File: config.mk
export PLATFORM = sky130hd
export DESIGN_NAME = clock_victim_sel
export DESIGN_NICKNAME = d
export VERILOG_FILES = /design/src/rtl/clock_sel_pkg.sv /design/src/rtl/ref_bit_array.sv /design/src/rtl/clock_hand.sv /design/src/rtl/clock_victim_sel.sv
export SDC_FILE = /design/constraint.sdc
export NUM_CORES = 1
export LEC_CHECK = 0
export BUFFER_PORTS_ARGS = -buffer_cell sky130_fd_sc_hd__buf_2
export CORE_ASPECT_RATIO = 1.2
export CORE_MARGIN = 2
export CORE_UTILIZATION = 30
export CTS_CLUSTER_SIZE = 25
export DETAILED_ROUTE_END_ITERATION = 8
export GPL_ROUTABILITY_DRIVEN = 0
export HOLD_SLACK_MARGIN = 0.06
export PLACE_DENSITY_LB_ADDON = 0.25
export SYNTH_ARGS = -nofsm -noshare
export SYNTH_HDL_FRONTEND = slang
export SYNTH_SLANG_ARGS = --single-unit
File: constraint.sdc
create_clock -name clk -period 1.8 [get_ports clk]
set_input_delay 0.27 -clock clk [delete_from_list [all_inputs] [get_ports clk]]
set_output_delay 0.27 -clock clk [all_outputs]
set_load 0.02 [all_outputs]
File: src/rtl/clock_sel_pkg.sv
package clock_sel_pkg;
  typedef enum logic [1:0] {
    ST_IDLE = 2'd0,
    ST_SCAN = 2'd1,
    ST_HOLD = 2'd2
  } scan_state_e;
endpackage

File: src/rtl/ref_bit_array.sv
module ref_bit_array #(
  parameter int NUM_FRAMES = 8,
  parameter int IDX_W      = $clog2(NUM_FRAMES)
) (
  input  logic                  clk,
  input  logic                  rst_n,
  input  logic                  use_en,
  input  logic [IDX_W-1:0]      use_idx,
  input  logic                  fill_en,
  input  logic [IDX_W-1:0]      fill_idx,
  input  logic                  clr_en,
  input  logic [IDX_W-1:0]      clr_idx,
  input  logic                  age_en,
  input  logic [IDX_W-1:0]      age_idx,
  output logic [NUM_FRAMES-1:0] bits
);
  logic [NUM_FRAMES-1:0] bits_nxt;

  // Clears first, then sets: any set in the same cycle overrides a clear.
  always_comb begin
    bits_nxt = bits;
    if (clr_en)  bits_nxt[clr_idx]  = 1'b0;
    if (age_en)  bits_nxt[age_idx]  = 1'b0;
    if (use_en)  bits_nxt[use_idx]  = 1'b1;
    if (fill_en) bits_nxt[fill_idx] = 1'b1;
  end

  always_ff @(posedge clk) begin
    if (!rst_n) bits <= '0;
    else        bits <= bits_nxt;
  end

  a_r2_use_sets_bit: assert property (@(posedge clk) disable iff (!rst_n)
    use_en |=> bits[$past(use_idx)]);

  a_r3_scan_clears_bit: assert property (@(posedge clk) disable iff (!rst_n)
    (clr_en && !(use_en && use_idx == clr_idx)) |=> !bits[$past(clr_idx)]);

  a_r7_use_beats_clear: assert property (@(posedge clk) disable iff (!rst_n)
    (clr_en && use_en && use_idx == clr_idx) |=> bits[$past(clr_idx)]);

  a_r4_refill_sets_bit: assert property (@(posedge clk) disable iff (!rst_n)
    fill_en |=> bits[$past(fill_idx)]);
endmodule

File: src/rtl/clock_hand.sv
module clock_hand
  import clock_sel_pkg::*;
#(
  parameter int NUM_FRAMES = 8,
  parameter int IDX_W      = $clog2(NUM_FRAMES),
  parameter int LEAD_DIST  = 0
) (
  input  logic                  clk,
  input  logic                  rst_n,
  input  logic                  req_valid,
  output logic                  req_ready,
  output logic                  victim_valid,
  input  logic                  victim_ready,
  output logic [IDX_W-1:0]      victim_frame,
  input  logic [NUM_FRAMES-1:0] bits,
  output logic                  clr_en,
  output logic [IDX_W-1:0]      clr_idx,
  output logic                  fill_en,
  output logic [IDX_W-1:0]      fill_idx,
  output logic                  age_en,
  output logic [IDX_W-1:0]      age_idx
);
  localparam int CNT_W = IDX_W + 2;
  localparam logic [IDX_W-1:0] LAST = IDX_W'(NUM_FRAMES - 1);

  scan_state_e      state;
  logic [IDX_W-1:0] hand;
  logic [IDX_W-1:0] hand_nxt;
  logic [IDX_W-1:0] victim_q;
  logic             scanning;
  logic             cur_set;

  assign scanning  = (state == ST_SCAN);
  assign cur_set   = bits[hand];
  assign hand_nxt  = (hand == LAST) ? '0 : hand + 1'b1;

  assign clr_en    = scanning && cur_set;
  assign clr_idx   = hand;
  assign fill_en   = scanning && !cur_set;
  assign fill_idx  = hand;

  assign req_ready    = (state == ST_IDLE);
  assign victim_valid = (state == ST_HOLD);
  assign victim_frame = victim_q;

  generate
    if (LEAD_DIST > 0) begin : g_lead
      assign age_en  = scanning;
      assign age_idx = IDX_W'((int'(hand) + LEAD_DIST) % NUM_FRAMES);
    end else begin : g_single
      assign age_en  = 1'b0;
      assign age_idx = '0;
    end
  endgenerate

  always_ff @(posedge clk) begin
    if (!rst_n) begin
      state    <= ST_IDLE;
      hand     <= '0;
      victim_q <= '0;
    end else begin
      case (state)
        ST_IDLE: if (req_valid) state <= ST_SCAN;
        ST_SCAN: begin
          hand <= hand_nxt;
          if (!cur_set) begin
            victim_q <= hand;
            state    <= ST_HOLD;
          end
        end
        ST_HOLD: if (victim_ready) state <= ST_IDLE;
        default: state <= ST_IDLE;
      endcase
    end
  end

  // Scan-length counter used only to bound the search window.
  logic [CNT_W-1:0] scan_cnt;
  always_ff @(posedge clk) begin
    if (!rst_n)        scan_cnt <= '0;
    else if (scanning) scan_cnt <= scan_cnt + 1'b1;
    else               scan_cnt <= '0;
  end

  a_r5_scan_bounded: assert property (@(posedge clk) disable iff (!rst_n)
    scanning |-> (int'(scan_cnt) <= NUM_FRAMES));

  a_r6_victim_held: assert property (@(posedge clk) disable iff (!rst_n)
    (victim_valid && !victim_ready) |=> (victim_valid && $stable(victim_frame)));

  a_r3_set_bit_skipped: assert property (@(posedge clk) disable iff (!rst_n)
    (scanning && cur_set) |=> (scanning && !victim_valid));

  a_r4_victim_had_clear_bit: assert property (@(posedge clk) disable iff (!rst_n)
    $rose(victim_valid) |-> !$past(cur_set));

  a_r6_no_accept_while_busy: assert property (@(posedge clk) disable iff (!rst_n)
    (scanning || victim_valid) |-> !req_ready);
endmodule

File: src/rtl/clock_victim_sel.sv
module clock_victim_sel #(
  parameter int NUM_FRAMES = 8,
  parameter int LEAD_DIST  = 0,
  parameter int IDX_W      = $clog2(NUM_FRAMES)
) (
  input  logic             clk,
  input  logic             rst_n,
  input  logic             use_valid,
  input  logic [IDX_W-1:0] use_frame,
  input  logic             req_valid,
  output logic             req_ready,
  output logic             victim_valid,
  input  logic             victim_ready,
  output logic [IDX_W-1:0] victim_frame
);
  logic [NUM_FRAMES-1:0] ref_bits;
  logic                  clr_en, fill_en, age_en;
  logic [IDX_W-1:0]      clr_idx, fill_idx, age_idx;

  clock_hand #(
    .NUM_FRAMES(NUM_FRAMES), .IDX_W(IDX_W), .LEAD_DIST(LEAD_DIST)
  ) u_hand (
    .clk(clk), .rst_n(rst_n),
    .req_valid(req_valid), .req_ready(req_ready),
    .victim_valid(victim_valid), .victim_ready(victim_ready),
    .victim_frame(victim_frame), .bits(ref_bits),
    .clr_en(clr_en), .clr_idx(clr_idx),
    .fill_en(fill_en), .fill_idx(fill_idx),
    .age_en(age_en), .age_idx(age_idx)
  );

  ref_bit_array #(
    .NUM_FRAMES(NUM_FRAMES), .IDX_W(IDX_W)
  ) u_bits (
    .clk(clk), .rst_n(rst_n),
    .use_en(use_valid), .use_idx(use_frame),
    .fill_en(fill_en), .fill_idx(fill_idx),
    .clr_en(clr_en), .clr_idx(clr_idx),
    .age_en(age_en), .age_idx(age_idx),
    .bits(ref_bits)
  );

  a_r1_idle_after_reset: assert property (@(posedge clk)
    $rose(rst_n) |-> (req_ready && !victim_valid));
endmodule

==> impl_metrics.env, run 1 <==
export IMPL_status="completed"
export IMPL_fin_tns_setup_ns=0
export IMPL_setup_viol=0
export IMPL_root_buffer="clkbuf_4"
export IMPL_die_w_um=55.7
export IMPL_startpoint="u_hand.clr_idx[0]"
export IMPL_antenna_found_initial=0
export IMPL_grt_usage_pct=12.7
export IMPL_path_max_fanout=15
export IMPL_via_count=823
export IMPL_power_leakage_uw=0.000422
export IMPL_clock_sinks=16
export IMPL_hold_path_class="primary input to register"
export IMPL_relSlewSlack_pct=64.0
export IMPL_synth_xor_area_share_pct=0
export IMPL_cts_setup_buffers=0
export IMPL_design_area_um2=1110
export IMPL_grt_max_degree=20
export IMPL_ys_warnings_count=0
export IMPL_vias_per_cell=5.21
export IMPL_cap_violations=0
export IMPL_wirelength_mm=2.02
export IMPL_worstMarginPinSlew_ns=0.539
export IMPL_grt_overflow=0
export IMPL_clk_latency_ns=0.29
export IMPL_fin_nets=133
export IMPL_synth_mux_area_share_pct=7.92
export IMPL_core_area_um2=3060
export IMPL_die_y_um=66.1
export IMPL_ys_ff_latch=16
export IMPL_final_common_cell="dfxtp_1"
export IMPL_synthTopCellsByArea="dfxtp_1 33%, nand2_1 5.8%, mux2i_1 5.2%"
export IMPL_required_ns=2.03
export IMPL_finalHoldViolations=0
export IMPL_vdd_drop_max_mv=0.276
export IMPL_ctsResizeCount=0
export IMPL_synth_top_family_by_area="simple AND/OR/NAND/NOR gates"
export IMPL_avgSynthCellArea_um2=9.00
export IMPL_ctsLongestPathBuffers=2
export IMPL_fin_worst_skew_ns=0.00138
export IMPL_cts_hold_buf=0
export IMPL_row_count=22
export IMPL_io_pins=13
export IMPL_synth_cells=107
export IMPL_synth_largest_area_cell="dfxtp_1"
export IMPL_clkTransAtPathRegs_ns=0.10
export IMPL_critPathKind="register to register"
export IMPL_grt_pass1_wl_mm=3.66
export IMPL_final_cells=158
export IMPL_cp_start_kind="register"
export IMPL_dpl_cell_count=154
export IMPL_ant_nets=0
export IMPL_rsz0062_at_grt="no"
export IMPL_start_util_pct=31.5
export IMPL_whs_ns=0.250
export IMPL_async_flop_share_pct=0
export IMPL_report_power_total_uw=843
export IMPL_final_cell_mix="16 x dfxtp_1, 15 x nand2_1, 12 x buf_2"
export IMPL_cts_max_level=1
export IMPL_nFillCells=314
export IMPL_first_pass_iters=4
export IMPL_drive_gt1_share_pct=23.8
export IMPL_drc=0
export IMPL_critPathMaxStageDelay_ns=0.48
export IMPL_post_drt_wl_per_cell_um=12.8
export IMPL_antenna_cells=0
export IMPL_powerDensity_nw_per_um2=757
export IMPL_timing_rr_start="u_hand.clr_idx[0]"
export IMPL_yosysTopAreaCellShare_pct=33.2
export IMPL_port_buffers=12
export IMPL_ys_types=37
export IMPL_end_kind="register"
export IMPL_place_area_um2=1080
export IMPL_finalCriticalPeriod_ns=1.60
export IMPL_hp_start="req_valid"
export IMPL_cts_tree="built"
export IMPL_critPathSlowestCell="a221o_4"
export IMPL_cts_buffers=3
export IMPL_dpl_hpwl_mm=1.52
export IMPL_grt_pass1_vias=834
export IMPL_die_area_um2=3680
export IMPL_seq_area_frac_synth_pct=33.2
export IMPL_drt_iter0_markers=35
export IMPL_drv_slew=0
export IMPL_finalCritPeriodShare_pct=89.0
export IMPL_synthAdderAreaFrac_pct=2.60
export IMPL_synth_compound_area_share_pct=22.6
export IMPL_crit_chain="buf_4 -> nor2_1 -> a221o_4 -> a21oi_4 -> mux2i_1"
export IMPL_netlist_area_um2=963
export IMPL_syn_num_nets=117
export IMPL_cp_arrival_ns=1.83
export IMPL_synth_simple_gate_area_share_pct=29.5
export IMPL_max_freq_ghz=0.624
export IMPL_area_delta_synth_final_pct=15.6
export IMPL_synth_edf_count=0
export IMPL_synthFlopType="dfxtp_1"
[worst paths after layout]
| check | cells after the start | slack [ns] | end |
|---|---|---|---|
| worst max-delay path | 5 | 0.20 | u_hand.victim_frame[1] |
| worst min-delay path | 3 | 0.25 | u_hand.state[0] |
| worst max register to register | 5 | 0.20 | u_hand.victim_frame[1] |
| worst min register to register | 2 | 0.46 | u_hand.victim_frame[0] |
[cells by family after synthesis]
group,count (synthesis)
simple gates,49
flops,16
mux,7
buf+inv,8
fa+ha+maj,2
compound gates,25
[report_power, final]
group / leakage [uW] / internal [uW] / switching [uW] / total [uW]
Combinational: 0.000271 / 91.7 / 113 / 205
Sequential: 0.000130 / 375 / 18.9 / 394
Clock: 0.0000210 / 123 / 121 / 244
[sequential cells by signal, indices dropped and copies added, names as in the netlist]
| signal | flops |
|---|---|
| u_hand.clr_idx | 3 |
| u_hand.state | 2 |
| u_hand.victim_frame | 3 |
| u_bits.bits | 8 |
[synthesized netlist by cell type (all sizes together), types with 4 or more instances]
cell	number
clkbuf	4
nand2	15
nand4b	4
dfxtp	16
nor2	5
nor2b	6
a21boi	5
nand3	4
mux2i	5
a21oi	5
o21a	4
[metal layers]
layer | routed length [um] | GRT usage [%]
met3 | 62 | 1.96
met1 | 975 | 15.0
met2 | 944 | 21.7
met5 | 0 | 0
met4 | 40 | 7.32
[metrics by stage]
| stage | util, % | setup slack [ns] |
|---|---|---|
| after floorplan | - | 0.200 |
| after global placement | 35.3 | 0.249 |
| after CTS | 36.4 | 0.198 |
| after global routing | 36.4 | 0.0867 |
| final | 36.4 | 0.197 |
| after detailed placement | 35.3 | 0.205 |
[critical path, delay by kind of cell, from the launching register on]
family / cells / cell delay [ns]
buffers and inverters: 1 / 0.20
AOI/OAI and AO/OA: 2 / 0.72
muxes: 1 / 0.19
DFF: 1 / 0.36
and+or+nand+nor: 1 / 0.07
[final cells by class]
| cell class | count | area (um2) | share of cell area (%) |
|---|---|---|---|
| inverters | 1 | 3.75 | 0.337 |
| clock buffers | 4 | 36.3 | 3.26 |
| well taps | 36 | 45.0 | 4.04 |
| multi-input cells | 83 | 603 | 54.2 |
| flip-flops and latches | 16 | 320 | 28.8 |
| repair buffers | 18 | 105 | 9.44 |
No activity file was read; power rests on OpenSTA's default activity.
==> inputs of run 2 (changes only) <==
--- a/config.mk
+++ b/config.mk
@@ -16,4 +16,5 @@
 export PLACE_DENSITY_LB_ADDON = 0.25
 export SYNTH_ARGS = -nofsm -noshare
 export SYNTH_HDL_FRONTEND = slang
+export SYNTH_HIERARCHICAL = 1
 export SYNTH_SLANG_ARGS = --single-unit
==> impl_metrics.env, run 2 <==
export IMPL_drc=1
export IMPL_finalCriticalPeriod_ns=1.72
export IMPL_start_util_pct=31.9
export IMPL_min_to="u_hand/state[0]"
export IMPL_synthTopCellsByArea="dfxtp_1 30%, buf_4 6.2%, nand2_1 6.2%"
export IMPL_cp_start_kind="register"
export IMPL_crit_chain="mux2_4 -> a2bb2oi_4 -> a21oi_4 -> nand2_1 -> o32ai_2 -> o2bb2ai_1"
export IMPL_die_y_um=69.9
export IMPL_antenna_found_initial=0
export IMPL_design_area_um2=1260
export IMPL_avgSynthCellArea_um2=8.75
export IMPL_row_count=23
export IMPL_rsz0062_at_grt="yes"
export IMPL_required_ns=1.98
export IMPL_die_area_um2=4110
export IMPL_drive_gt1_share_pct=25.7
export IMPL_grt_overflow=0
export IMPL_post_drt_wl_per_cell_um=14.0
export IMPL_ant_nets=0
export IMPL_grt_pass1_wl_mm=4.22
export IMPL_via_count=956
export IMPL_synthTopCellsByCount="18 x nand2_1, 16 x dfxtp_1, 9 x buf_4"
export IMPL_clkTransAtPathRegs_ns=0.06
export IMPL_final_common_cell="nand2_1"
export IMPL_async_flop_share_pct=0
export IMPL_synth_cells=124
export IMPL_drv_slew=0
export IMPL_clock_sinks=16
export IMPL_fin_util_pct=37.3
export IMPL_r2r_slack_ns=0.08
export IMPL_critPathSlowestCell="dfxtp_4"
export IMPL_cap_violations=0
export IMPL_top_register="u_bits/bits"
export IMPL_pre_cts_ws_ns=-0.0485
export IMPL_drt_iter0_markers=24
export IMPL_ys_types=36
export IMPL_antenna_cells=0
export IMPL_startpoint="u_hand/clr_idx[1]"
export IMPL_worst_path_buf_inv=0
export IMPL_status="complete, but fails checks"
export IMPL_timing_rr_start="u_hand/clr_idx[1]"
export IMPL_final_cell_mix="18 x nand2_1, 13 x dfxtp_1, 12 x buf_2"
export IMPL_path_max_fanout=7
export IMPL_cts_setup_buffers=0
export IMPL_synth_edf_count=0
export IMPL_cts_max_level=1
export IMPL_grt_max_degree=28
export IMPL_clk_latency_ns=0.25
export IMPL_root_buffer="clkbuf_8"
export IMPL_wirelength_mm=2.48
export IMPL_port_buffers=12
export IMPL_critical_path_top_delay_family="compound AO/OA/AOI/OAI gates"
export IMPL_core_area_um2=3400
export IMPL_die_w_um=58.9
export IMPL_nFillCells=355
export IMPL_powerDensity_nw_per_um2=682
export IMPL_seq_area_frac_synth_pct=29.5
export IMPL_io_pins=13
export IMPL_finalCritPeriodShare_pct=95.3
export IMPL_grt_pass1_vias=902
export IMPL_max_freq_ghz=0.583
export IMPL_cts_tree="built"
export IMPL_synth_largest_area_cell="dfxtp_1"
export IMPL_dpl_hpwl_mm=1.86
export IMPL_yosysMostFrequentCell="nand2_1"
export IMPL_netlist_area_um2=1080
export IMPL_ys_ff_latch=16
export IMPL_vias_per_cell=5.40
export IMPL_end_kind="register"
export IMPL_whs_path_depth=3
export IMPL_fin_nets=151
export IMPL_vdd_drop_max_mv=0.271
export IMPL_critPathMaxStageDelay_ns=0.39
export IMPL_dpl_cell_count=173
export IMPL_r2r_end="u_bits/bits[5]"
export IMPL_power_leakage_uw=0.000464
export IMPL_area_delta_synth_final_pct=16.6
export IMPL_place_area_um2=1180
export IMPL_final_cells=177
export IMPL_hold_path_class="primary input to register"
export IMPL_critPathKind="register to register"
export IMPL_first_pass_iters=6
export IMPL_setup_ws_ns=0.0842
export IMPL_fin_worst_skew_ns=0.00402
export IMPL_r2r_cells=6
export IMPL_cp_arrival_ns=1.89
export IMPL_violations="DRC"
export IMPL_ctsLongestPathBuffers=2
export IMPL_finalHoldViolations=0
export IMPL_largest_reg_flops=8
export IMPL_cts_buffers=3
export IMPL_setup_viol=0
export IMPL_hp_start="req_valid"
export IMPL_synthFlopType="dfxtp_1"
export IMPL_ys_warnings_count=6
export IMPL_yosysTopAreaCellShare_pct=29.5
export IMPL_grt_usage_pct=13.0
[run 2: worst register-to-register path, cell delays in order (launching register included)]
cell and delay (ns):
dfxtp_4 0.39, mux2_4 0.32, a2bb2oi_4 0.16, a21oi_4 0.25, nand2_1 0.16, o32ai_2 0.25
o2bb2ai_1 0.13
[run 2: area by class of cell]
cell class	instances	area [um2]	share of cell area, %
inverter	4	15.0	1.19
multi-input combinational	97	709	56.1
tap	37	46.3	3.66
clock buffer	4	55.1	4.35
timing repair buffer	19	113	8.90
sequential	16	327	25.8
[run 2: timing repair]
| item | 4_1_cts | 5_1_grt |
|---|---|---|
| pin swaps | 0 | 1 |
| cloned | 0 | 0 |
| gates resized for setup | 1 | 9 |
| endpoints found under the setup margin | 1 | 7 |
| hold buffers | 0 | 0 |
[run 2: worst max path at each step]
stage	endpoint	slack, ns	cells after the start
floorplan	u_bits/bits[5]	0.04	6
global placement	u_bits/bits[5]	0.03	6
detailed placement	u_bits/bits[5]	-0.05	6
CTS	u_bits/bits[5]	0.004	7
global route	u_bits/bits[0]	-0.04	7
finish	u_bits/bits[5]	0.08	6
[run 2: per-layer routing]
| metal | routed length (um) | up-vias | track usage [%] |
|---|---|---|---|
| met1 | 1130 | 459 | 15.3 |
| met2 | 1310 | 7 | 23.5 |
| met5 | 0 | - | 0 |
| met4 | 21 | 0 | 4.55 |
| li1 | - | 488 | - |
| met3 | 28 | 2 | 1.67 |
[run 2: metrics by stage]
stage                     setup TNS (ns)  hold slack [ns]  total power [uW]
after global placement                 0            0.441               547
after floorplan                        0            0.429               508
after global routing             -0.0737            0.321               910
final                                  0            0.286               863
after CTS                              0            0.285               869
after detailed placement         -0.0485            0.448               550
[run 2: power breakdown]
group,internal (uW),switching [uW],leakage (uW)
clock,194,121,0.0000288
sequential,371,14.2,0.000132
combinational,72.0,91.3,0.000303
total,637,226,0.000464
[run 2: cell families (layout without fill, tap and decap cells)]
family / count (synthesis) / in the layout / share of synthesized area (%)
other cells: 1 / 4 / 0.346
flops: 16 / 16 / 29.5
mux: 6 / 6 / 6.00
simple gates: 52 / 52 / 28.8
compound gates: 33 / 33 / 25.0
buf+inv: 14 / 27 / 7.96
fa+ha+maj: 2 / 2 / 2.31
